[config.mk]
export PLATFORM = sky130hd
export DESIGN_NAME = seqcmd_detect
export DESIGN_NICKNAME = d
export VERILOG_FILES = /design/src/rtl/seqcmd_pkg.sv /design/src/rtl/seqcmd_match.sv /design/src/rtl/seqcmd_seq.sv /design/src/rtl/seqcmd_lock.sv /design/src/rtl/seqcmd_detect.sv
export SDC_FILE = /design/constraint.sdc
export NUM_CORES = 1
export LEC_CHECK = 0
export BUFFER_PORTS_ARGS = -buffer_cell sky130_fd_sc_hd__buf_2
export CAP_MARGIN = 20
export CORE_MARGIN = 2
export CORE_UTILIZATION = 34
export DETAILED_ROUTE_END_ITERATION = 10
export PLACE_DENSITY = 0.63
export SLEW_MARGIN = 20
export SYNTH_ARGS = -nofsm -noshare
export SYNTH_HDL_FRONTEND = slang
export SYNTH_SLANG_ARGS = --single-unit
export TNS_END_PERCENT = 10
[constraint.sdc]
create_clock -name clk -period 2.2 [get_ports clk]
set_input_delay 0 -clock clk [delete_from_list [all_inputs] [get_ports clk]]
set_output_delay 0 -clock clk [all_outputs]
set_load 0.02 [all_outputs]
[src/rtl/seqcmd_pkg.sv]
package seqcmd_pkg;

  localparam int PREFIX_LEN = 5;

  typedef enum logic [2:0] {
    CMD_NONE   = 3'd0,
    CMD_STORE  = 3'd1,
    CMD_RECALL = 3'd2,
    CMD_AS_DIS = 3'd3,
    CMD_AS_EN  = 3'd4
  } cmd_e;

  // Unlock chain, index = step number; the order is behaviour.
  function automatic logic [15:0] prefix_key(input int idx);
    case (idx)
      0:       prefix_key = 16'h4E38;
      1:       prefix_key = 16'hB1C7;
      2:       prefix_key = 16'h83E0;
      3:       prefix_key = 16'h7C1F;
      default: prefix_key = 16'h703F;
    endcase
  endfunction

  localparam logic [15:0] KEY_STORE  = 16'h8FC0;
  localparam logic [15:0] KEY_RECALL = 16'h4C63;
  localparam logic [15:0] KEY_AS_DIS = 16'h8B45;
  localparam logic [15:0] KEY_AS_EN  = 16'h4B46;

endpackage

[src/rtl/seqcmd_match.sv]
module seqcmd_match
  import seqcmd_pkg::*;
#(
  parameter int KEY_W  = 16,
  parameter int STEP_W = 3
) (
  input  logic [KEY_W-1:0]  key_i,
  input  logic [STEP_W-1:0] step_i,
  output logic              hit_next_o,
  output logic              hit_first_o,
  output cmd_e              cmd_hit_o
);

  localparam logic [STEP_W-1:0] LAST_STEP = STEP_W'(PREFIX_LEN);

  logic [PREFIX_LEN-1:0] eq;

  for (genvar g = 0; g < PREFIX_LEN; g++) begin : g_cmp
    assign eq[g] = (key_i == KEY_W'(prefix_key(g)));
  end

  assign hit_first_o = eq[0];

  always_comb begin
    hit_next_o = 1'b0;
    if (step_i < LAST_STEP) hit_next_o = eq[step_i];
  end

  always_comb begin
    cmd_hit_o = CMD_NONE;
    if (step_i == LAST_STEP) begin
      if      (key_i == KEY_W'(KEY_STORE))  cmd_hit_o = CMD_STORE;
      else if (key_i == KEY_W'(KEY_RECALL)) cmd_hit_o = CMD_RECALL;
      else if (key_i == KEY_W'(KEY_AS_DIS)) cmd_hit_o = CMD_AS_DIS;
      else if (key_i == KEY_W'(KEY_AS_EN))  cmd_hit_o = CMD_AS_EN;
    end
  end

endmodule

[src/rtl/seqcmd_seq.sv]
module seqcmd_seq
  import seqcmd_pkg::*;
#(
  parameter int STEP_W = 3
) (
  input  logic              clk,
  input  logic              rst_n,
  input  logic              take_i,
  input  logic              write_i,
  input  logic              hit_next_i,
  input  logic              hit_first_i,
  input  cmd_e              cmd_hit_i,
  output logic [STEP_W-1:0] step_o,
  output cmd_e              fire_o,
  output cmd_e              cmd_q_o
);

  logic [STEP_W-1:0] step_q, step_n;
  cmd_e              fire;

  always_comb begin
    step_n = step_q;
    fire   = CMD_NONE;
    if (take_i) begin
      if (write_i) begin
        step_n = '0;
      end else if (cmd_hit_i != CMD_NONE) begin
        fire   = cmd_hit_i;
        step_n = '0;
      end else if (hit_next_i) begin
        step_n = step_q + STEP_W'(1);
      end else if (hit_first_i) begin
        step_n = STEP_W'(1);
      end else begin
        step_n = '0;
      end
    end
  end

  always_ff @(posedge clk or negedge rst_n) begin
    if (!rst_n) begin
      step_q  <= '0;
      cmd_q_o <= CMD_NONE;
    end else begin
      step_q  <= step_n;
      cmd_q_o <= fire;
    end
  end

  assign step_o = step_q;
  assign fire_o = fire;

endmodule

[src/rtl/seqcmd_lock.sv]
module seqcmd_lock
  import seqcmd_pkg::*;
(
  input  logic clk,
  input  logic rst_n,
  input  cmd_e fire_i,
  input  logic done_i,
  output logic lock_o
);

  logic set_lock;
  assign set_lock = (fire_i == CMD_STORE) || (fire_i == CMD_RECALL);

  always_ff @(posedge clk or negedge rst_n) begin
    if (!rst_n)        lock_o <= 1'b0;
    else if (set_lock) lock_o <= 1'b1;
    else if (done_i)   lock_o <= 1'b0;
  end

endmodule

[src/rtl/seqcmd_detect.sv]
module seqcmd_detect
  import seqcmd_pkg::*;
#(
  parameter int ADDR_W = 17,
  parameter int KEY_W  = 16
) (
  input  logic              clk,
  input  logic              rst_n,
  input  logic              acc_valid_i,
  output logic              acc_ready_o,
  input  logic [ADDR_W-1:0] acc_addr_i,
  input  logic              acc_write_i,
  input  logic              op_done_i,
  output logic              cmd_store_o,
  output logic              cmd_recall_o,
  output logic              cmd_as_dis_o,
  output logic              cmd_as_en_o,
  output logic              io_lock_o
);

  localparam int STEP_W = $clog2(PREFIX_LEN + 1);

  logic [KEY_W-1:0]  key;
  logic [STEP_W-1:0] step;
  logic              hit_next, hit_first, take;
  cmd_e              cmd_hit, fire, cmd_q;
  logic [ADDR_W-KEY_W-1:0] unused_addr_hi;

  assign key            = acc_addr_i[KEY_W-1:0];
  assign unused_addr_hi = acc_addr_i[ADDR_W-1:KEY_W];
  assign take           = acc_valid_i && !io_lock_o;
  assign acc_ready_o    = 1'b1;

  seqcmd_match #(.KEY_W(KEY_W), .STEP_W(STEP_W)) u_match (
    .key_i       (key),
    .step_i      (step),
    .hit_next_o  (hit_next),
    .hit_first_o (hit_first),
    .cmd_hit_o   (cmd_hit)
  );

  seqcmd_seq #(.STEP_W(STEP_W)) u_seq (
    .clk         (clk),
    .rst_n       (rst_n),
    .take_i      (take),
    .write_i     (acc_write_i),
    .hit_next_i  (hit_next),
    .hit_first_i (hit_first),
    .cmd_hit_i   (cmd_hit),
    .step_o      (step),
    .fire_o      (fire),
    .cmd_q_o     (cmd_q)
  );

  seqcmd_lock u_lock (
    .clk    (clk),
    .rst_n  (rst_n),
    .fire_i (fire),
    .done_i (op_done_i),
    .lock_o (io_lock_o)
  );

  assign cmd_store_o  = (cmd_q == CMD_STORE);
  assign cmd_recall_o = (cmd_q == CMD_RECALL);
  assign cmd_as_dis_o = (cmd_q == CMD_AS_DIS);
  assign cmd_as_en_o  = (cmd_q == CMD_AS_EN);

endmodule

# [Word-level counts from Yosys, hierarchy flattened]
# Index checks and enable logic that the tools add are counted.
[classes] add_sub_neg=1 n_lt_le_gt_ge=2 eq_ne=16 reduce_logical=5 muxes=17
[op_table] op="16-bit by 15-bit == test with 1-bit output (second input constant)" n=5
[op_table] op="16-bit == test (second input constant)" n=4
[op_table] op="3-bit two-way mux" n=11
[op_table] op="3-bit by 2-bit == test with 1-bit output (second input constant)" n=3
[op_table] op="3-bit by 1-bit == test with 1-bit output (second input constant)" n=2
[op_table] op="3-bit == test (second input constant)" n=2
[op_table] op="1-bit two-way mux" n=5
[op_table] op="3-bit by 4-bit < comparator with 1-bit output (second input constant)" n=1
[op_table] op="3-bit by 1-bit adder with 3-bit output (second input constant)" n=1
[op_table] op="1-bit binary-select mux with 3-bit select" n=1
[op_table] op="3-bit < comparator (second input constant)" n=1
[op_table] op="3-bit nonzero test" n=1
[op_table] op="2-bit nonzero test" n=1
[op_table] op="1-bit logical AND" n=1
[op_table] op="1-bit logical NOT" n=1
[op_table] op="1-bit logical OR" n=1
[totals] ff_bits=7 output_inout_bits=6 word_cells=44

# [Longest topological paths before layout]
# Gate-level depths: netlist of run 1.
[logic_depth] word_depth=13 depth_mapped=8 ltp_nobuf=8

# [By module]
# A second synthesis of run 1 with hierarchy kept.
[unflattened] cells_unflattened=80 area_unflattened_um2=681.9
[modules_own_cells] module="seqcmd_match" seq_area_each_um2=0.0 cells_each=44 area_each_um2=311.5 instances=1
[modules_own_cells] module="seqcmd_seq" seq_area_each_um2=150.1 cells_each=25 area_each_um2=276.5 instances=1
[modules_own_cells] module="seqcmd_detect" seq_area_each_um2=0.0 cells_each=7 area_each_um2=50.0 instances=1
[modules_own_cells] module="seqcmd_lock" seq_area_each_um2=25.0 cells_each=4 area_each_um2=43.8 instances=1

# [Least setup slack after synthesis of run 1]
# Ideal clock, no wire load.
[synth_timing] path_type="reg-to-reg" from="register u_seq.step_q[0], in the netlist u_seq.step_o[0]" to="register u_seq.step_q[0], in the netlist u_seq.step_o[0]" t_required_ns=2.076 setup_ns=0.124 arrival_time_ns=1.880 path_stages_with_launch=7 setup_slack_ns=0.196 path_cell_list="dfrtp_1 -> or4b_1 -> o41ai_2 -> a21oi_1 -> a2111oi_4 -> nor4b_1 -> a211o_1"
[synth_via] elab_chain_cells=6
[synth_lines] element="start, declared" line="seqcmd_seq.sv:18" source="logic [STEP_W-1:0] step_q, step_n;"
[synth_lines] element="start signal, assigned" line="seqcmd_seq.sv:45" source="step_q <= step_n;"
[synth_lines] element="1-bit binary-select mux with 3-bit select" line="seqcmd_match.sv:26" source="if (step_i < LAST_STEP) hit_next_o = eq[step_i];"
[synth_lines] element="1-bit two-way mux (not written as such)" line="seqcmd_match.sv:26"
[synth_lines] element="1-bit two-way mux" line="seqcmd_match.sv:26"
[synth_lines] element="3-bit two-way mux" line="seqcmd_seq.sv:30" source="end else if (hit_next_i) begin"
[synth_lines] element="3-bit two-way mux (*)" line="seqcmd_seq.sv:27" source="end else if (cmd_hit_i != CMD_NONE) begin"
[synth_lines] element="3-bit two-way mux (*)" line="seqcmd_seq.sv:25" source="if (write_i) begin"
# Mark *: on every way between the ends. The rest lies on a longest branch, timed or not. The select of a mux whose other input is x is not followed.
# A chain may end at the register's enable or synchronous reset.

# [Final worst setup path of run 1]
# Same ends and word-level chain as after synthesis.

==> results of run 1 <==
==> worst max path at each step <==
stage                                        to  slack, ps  depth (start not counted)
detailed placement  u_seq.step_o[0]$_DFFE_PN0P_        150                          6
global route        u_seq.step_o[2]$_DFFE_PN0P_         20                          6
global placement    u_seq.step_o[0]$_DFFE_PN0P_        200                          6
finish              u_seq.step_o[0]$_DFFE_PN0P_        160                          6
floorplan           u_seq.step_o[0]$_DFFE_PN0P_        200                          6
CTS                 u_seq.step_o[0]$_DFFE_PN0P_        140                          6
==> stage by stage <==
step	setup slack [ps]	total power, mW	hold WS [ps]	instance area [µm²]
final	164	0.303	38.5	936
after global placement	200	0.184	-154	890
after detailed placement	154	0.185	-156	890
after CTS	144	0.308	35.3	936
after global routing	15.8	0.326	50.5	936
after floorplan	196	0.153	-296	708
==> cell families after synthesis <==
logic type | after synthesis | synth area share (%)
AOI/OAI and AO/OA | 13 | 19.1
and+or+nand+nor | 53 | 48.4
buffers and inverters | 6 | 3.71
adders and majority gates | 2 | 3.53
DFF | 7 | 24.7
other | 1 | 0.530
==> layout make-up <==
class                   instances  area (µm²)  share of cell area (%)
clock buffers                   4        26.3                    2.81
inverters                       5        18.8                    2.01
multi-input cells              69         507                    54.1
flip-flops and latches          7         175                    18.7
well taps                      27        33.8                    3.61
repair buffers                 31         175                    18.7
==> Yosys cell counts (all sizes together) (2+ instances only) <==
| cell type | number |
|---|---|
| nand3 | 2 |
| nand4 | 3 |
| nor4bb | 2 |
| nor3 | 7 |
| nand4b | 3 |
| nor3b | 4 |
| dfrtp | 7 |
| ha | 2 |
| inv | 5 |
| nor2b | 4 |
| nor4b | 3 |
| nor2 | 8 |
| nand2 | 7 |
| and3b | 2 |
| o21ai | 2 |
| or4b | 2 |
| a21oi | 2 |
==> metal layers <==
layer	vias to the layer above	part of all wire (%)
met5	-	0
met3	0	3.9
met2	15	52
met1	356	44
met4	0	0
li1	384	-
==> flip-flops by register name, indices dropped and copies added (netlist names) <==
name	count
u_seq.step_o	3
u_lock.lock_o	1
u_seq.cmd_q_o	3
==> critical path: stages, from the launching register on <==
cell       delay (ps)
dfrtp_1           370
or4b_1            510
o41ai_2           210
a21oi_1           110
a2111oi_4         390
nor4b_1           100
a211o_1           230
==> power by group through the flow <==
| stage | Combinational [mW] | Clock [mW] | Sequential (mW) |
|---|---|---|---|
| 2_1_floorplan | 0.0219 | 0 | 0.131 |
| 3_3_place_gp | 0.0524 | 0 | 0.131 |
| 3_5_place_dp | 0.0534 | 0 | 0.131 |
| 4_1_cts | 0.0562 | 0.123 | 0.129 |
| 5_1_grt | 0.0625 | 0.135 | 0.129 |
| 6_report | 0.0565 | 0.118 | 0.129 |
==> run metrics, run 1 <==
status=finished, final reports clean; Layout Nets=between 100 and 150; DP HPWL=~1400 µm; pin count of the biggest net entering global routing=8; Critical Path AT=about 2200 ps; io pins=28; layout cells sized above 1=approximately a third; slew of the pin with the lowest slew margin=531 ps; aggregate routed wire length=about 1700 µm; DRC Markers=0; CP endpoint kind=flip-flop; post-synthesis sequential area ratio=between 20 and 25%; Final Hold Fails=0; Setup crit start kind=flip-flop; Worst Skew=0.289 ps; Max Buffers Root-to-Sink=2; synthesized net count=roughly 110; CTS Root Cell=clkbuf_4; asr flop ratio synth=between 90% and 100%; Worst-path clk slew=around 50 ps; final setup vio count=0; TritonCTS clock tree=yes; Synth Flop Type=dfrtp_1; Yosys top cell area share=roughly a quarter; initial cell density of the core=a little over a third; Worst R2R End=u_seq.step_o[0]$_DFFE_PN0P_; Max Freq=between 0.4 and 0.5 GHz; vias per inst=~5.3; vias in the first global route=about 730; Synth area leader=dfrtp_1; Routed Antenna Nets=0; clock sinks=7; Pleak=slightly below 0.4 nW; R2R setup slack=160 ps; Max IR drop VDD=0.282 mV; final design utilization=around 48%; Area growth syn-to-layout=32.2%; worst hold path type=in -> reg; # hold bufs at CTS=2; commonest non-fill, non-tap cell in the layout=buf_2; Skew-Pair Late Insertion Delay=250 ps; R2R Path Start=u_seq.step_o[0]$_DFFE_PN0P_; Die Y=slightly below 50 µm; Overflow after GRT=0; Seq pwr share=~43%; H-tree levels=1; Post-CTS Setup Bufs=0; pwr/cell area=around 320 nW/µm²; global-route wire length before repair=between 3000 and 4000 µm; routed vias=755; Internal=0.224 mW; drt pass-1 iters=4; Syn Area/Cell=about 8.6 µm²; Crit Path Max Fanout=4; Final TNS setup=0 ps; Final Critical Period=roughly 2000 ps; clock share of power=approximately two fifths; met2 GRT Util=just under 30%; largest cells by area after synthesis=dfrtp_1 (25%), nor3_1 (4.2%), nor2_1 (4.2%); GR peak layer=met2; Max-slew headroom=between 60% and 70%; RSZ-0062 raised after global routing=false; GP Congestion=approximately 0.89; ant diodes=0; Cell Area, Synth=a little over 700 µm²; Syn Inst Count=between 80 and 90; Fill cells=between 200 and 250; Synth cell types=37; max-cap violations=0; Slew Viols, Final=0; Core Box Area=~2000 µm²; port buffer count=25; placed insts=137; Worst Hold Path EP=u_seq.cmd_q_o[2]$_DFF_PN0_; met3 Usage GRT=between 6 and 7%; part of the power in combinational logic=18.6%; std cell rows=16; kind of critical path=reg -> reg; DR WL/cell=around 12 µm; Sw Pwr=0.0788 mW; Die X=49.6 µm; EDFF count, synth=0; crit path from=u_seq.step_o[0]$_DFFE_PN0P_; GR Util met1=approximately 18%; Post-Layout Cell Count=between 100 and 150; Sw Share=about 26%; Ys Warns=0; Num CTS Buffers=3; commonest cells after routing, fill and taps aside=buf_2 (25), nor2_1 (8), nand2_1 (7), dfrtp_1 (7), nor3_1 (6); initial antenna violation count=0; CTS resizes=0; total die area=2460 µm²; Iter 0 DRT Violations=12; path depth of the worst reg2reg path=6; fin crit share=between 90 and 100%; hold path start=acc_write_i; total global-route track usage=between 10% and 20%; WP data required=2340 ps; Worst Hold Depth=3; Synth Register Bits=7
Note: power is estimated with default switching activity, not from simulation.
==> run 2: changes to the inputs <==
- RECOVER_POWER: not set -> 100
==> run 2 against run 1 <==
Net effect: non-clock buffer count did not move; clock power is essentially flat; clock skew barely moved; cell count did not move; critical endpoint unchanged; highest routed layer unchanged.
==> run metrics, run 2 (synthesis gave the netlist of run 1 again) <==
Max Freq=between 0.4 and 0.5 GHz; layout cells sized above 1=between 20 and 30%; Die X=between 40 and 50 µm; port buffer count=25; final design utilization=47.3%; Worst Hold Depth=3; initial cell density of the core=36.1%; std cell rows=16; pwr/cell area=around 330 nW/µm²; part of the power in combinational logic=18.6%; DRC Markers=0; Overflow after GRT=0; status=finished, final reports clean; max-cap violations=0; Worst Skew=between 0.2 and 0.3 ps; Setup crit start kind=flip-flop; io pins=28; DP HPWL=~1400 µm; Final Hold Fails=0; Pleak=0.367 nW; area occupied by multi-input gates=around 510 µm²; worst hold path type=in -> reg; Critical Path AT=2170 ps; slew of the pin with the lowest slew margin=531 ps; M1 wire length=~760 µm; Sw Share=roughly a quarter; Layout Nets=between 100 and 150; pre-CTS setup slack=between 150 and 200 ps; Worst R2R End=u_seq.step_o[0]$_DFFE_PN0P_; total global-route track usage=between 15 and 20%; Internal=~0.22 mW; GP Congestion=0.888; Skew-Pair Late Insertion Delay=between 200 and 300 ps; Die Y=49.6 µm; commonest cells after routing, fill and taps aside=buf_2 (19), nor2_1 (8), nand2_1 (7), clkbuf_1 (7), dfrtp_1 (7); clock share of power=38.9%; Reg area=around 180 µm²; kind of critical path=reg -> reg; Final TNS setup=0 ps; Seq pwr share=42.6%; hold path start=acc_write_i; routed wl met3=69 µm; Slew Viols, Final=0; Iter 0 DRT Violations=12; uppermost layer routed=met3; initial antenna violation count=0; final setup vio count=0; Area growth syn-to-layout=31.1%; total die area=roughly 2500 µm²; Fill cells=roughly 220; DR WL met2=~900 µm; routed vias=around 760; clock sinks=7; R2R setup slack=roughly 160 ps; Crit Path Max Fanout=4; fin crit share=between 90% and 100%; Max Buffers Root-to-Sink=2; Worst Hold Path EP=u_seq.cmd_q_o[2]$_DFF_PN0_; TritonCTS clock tree=yes; CTS Root Cell=clkbuf_4; Max-slew headroom=between 60% and 70%; drt pass-1 iters=4; Worst-path clk slew=~50 ps; path depth of the worst reg2reg path=6; vias in the first global route=around 730; Core Box Area=about 2000 µm²; Num CTS Buffers=3; Final Critical Period=between 2000 and 2500 ps; commonest non-fill, non-tap cell in the layout=buf_2; vias per inst=5.28; Sw Pwr=approximately 0.079 mW; RSZ-0062 raised after global routing=false; WP data required=2340 ps; global-route wire length before repair=approximately 3000 µm; Routed Antenna Nets=0; final setup margin=roughly 160 ps; Power Total=between 0.3 and 0.4 mW; Max IR drop VDD=around 0.28 mV; H-tree levels=1; DR WL/cell=12.0 µm; CP endpoint kind=flip-flop; CTS resizes=0; R2R Path Start=u_seq.step_o[0]$_DFFE_PN0P_; aggregate routed wire length=approximately 1700 µm; pin count of the biggest net entering global routing=8; ant diodes=0
==> run 2: cell types whose count changed in the layout (fill, tap and decap cells not counted), sizes merged <==
cell / previous run / this run
buf: 29 / 23
clkbuf: 4 / 10
==> run 2: layout make-up <==
type	instances	share of cell area, %
Tap cell	27	3.64
Multi-Input combinational cell	69	54.6
Clock buffer	4	2.83
Timing Repair Buffer	31	18.1
Inverter	5	2.02
Sequential cell	7	18.9
==> run 2: worst max path at each step <==
| stage | startpoint | end | slack, ps | cells past startpoint |
|---|---|---|---|---|
| detailed placement | u_seq.step_o[0]$_DFFE_PN0P_ | u_seq.step_o[0]$_DFFE_PN0P_ | 150 | 6 |
| finish | u_seq.step_o[0]$_DFFE_PN0P_ | u_seq.step_o[0]$_DFFE_PN0P_ | 160 | 6 |
| global placement | u_seq.step_o[0]$_DFFE_PN0P_ | u_seq.step_o[0]$_DFFE_PN0P_ | 200 | 6 |
| global route | u_seq.step_o[0]$_DFFE_PN0P_ | u_seq.step_o[2]$_DFFE_PN0P_ | 20 | 6 |
| CTS | u_seq.step_o[0]$_DFFE_PN0P_ | u_seq.step_o[0]$_DFFE_PN0P_ | 140 | 6 |
| floorplan | u_seq.step_o[0]$_DFFE_PN0P_ | u_seq.step_o[0]$_DFFE_PN0P_ | 200 | 6 |
==> run 2: stage by stage <==
step,instance area [µm²],hold WS [ps],cells
3_3_place_gp,890,-154,137
4_1_cts,936,35.3,143
6_report,928,37.1,143
3_5_place_dp,890,-156,137
2_1_floorplan,708,-296,82
5_1_grt,928,52.2,143
==> run 2: power by group through the flow <==
stage / Combinational (mW) / Clock (mW) / Sequential, mW
6_report: 0.0563 / 0.118 / 0.129
5_1_grt: 0.0622 / 0.135 / 0.129
4_1_cts: 0.0562 / 0.123 / 0.129
3_5_place_dp: 0.0534 / 0 / 0.131
3_3_place_gp: 0.0524 / 0 / 0.131
2_1_floorplan: 0.0219 / 0 / 0.131
==> run 2: worst max-delay path, cell delays in order, from the launching register on <==
cell and delay, ps:
dfrtp_1 370, or4b_1 510, o41ai_2 210, a21oi_1 110, a2111oi_4 390, nor4b_1 100
a211o_1 230
==> run 2: timing repair <==
| action | 4_1_cts | 5_1_grt |
|---|---|---|
| hold endpoints to repair | 8 | 0 |
| setup buffers | 0 | 0 |
| hold buffers | 2 | 0 |
==> run 2: routing by layer <==
| metal | track usage, % | vias up |
|---|---|---|
| li1 | - | 384 |
| met1 | 17.5 | 356 |
| met2 | 28.9 | 15 |
| met3 | 6.36 | 0 |
| met4 | 1.39 | 0 |
| met5 | 0 | - |
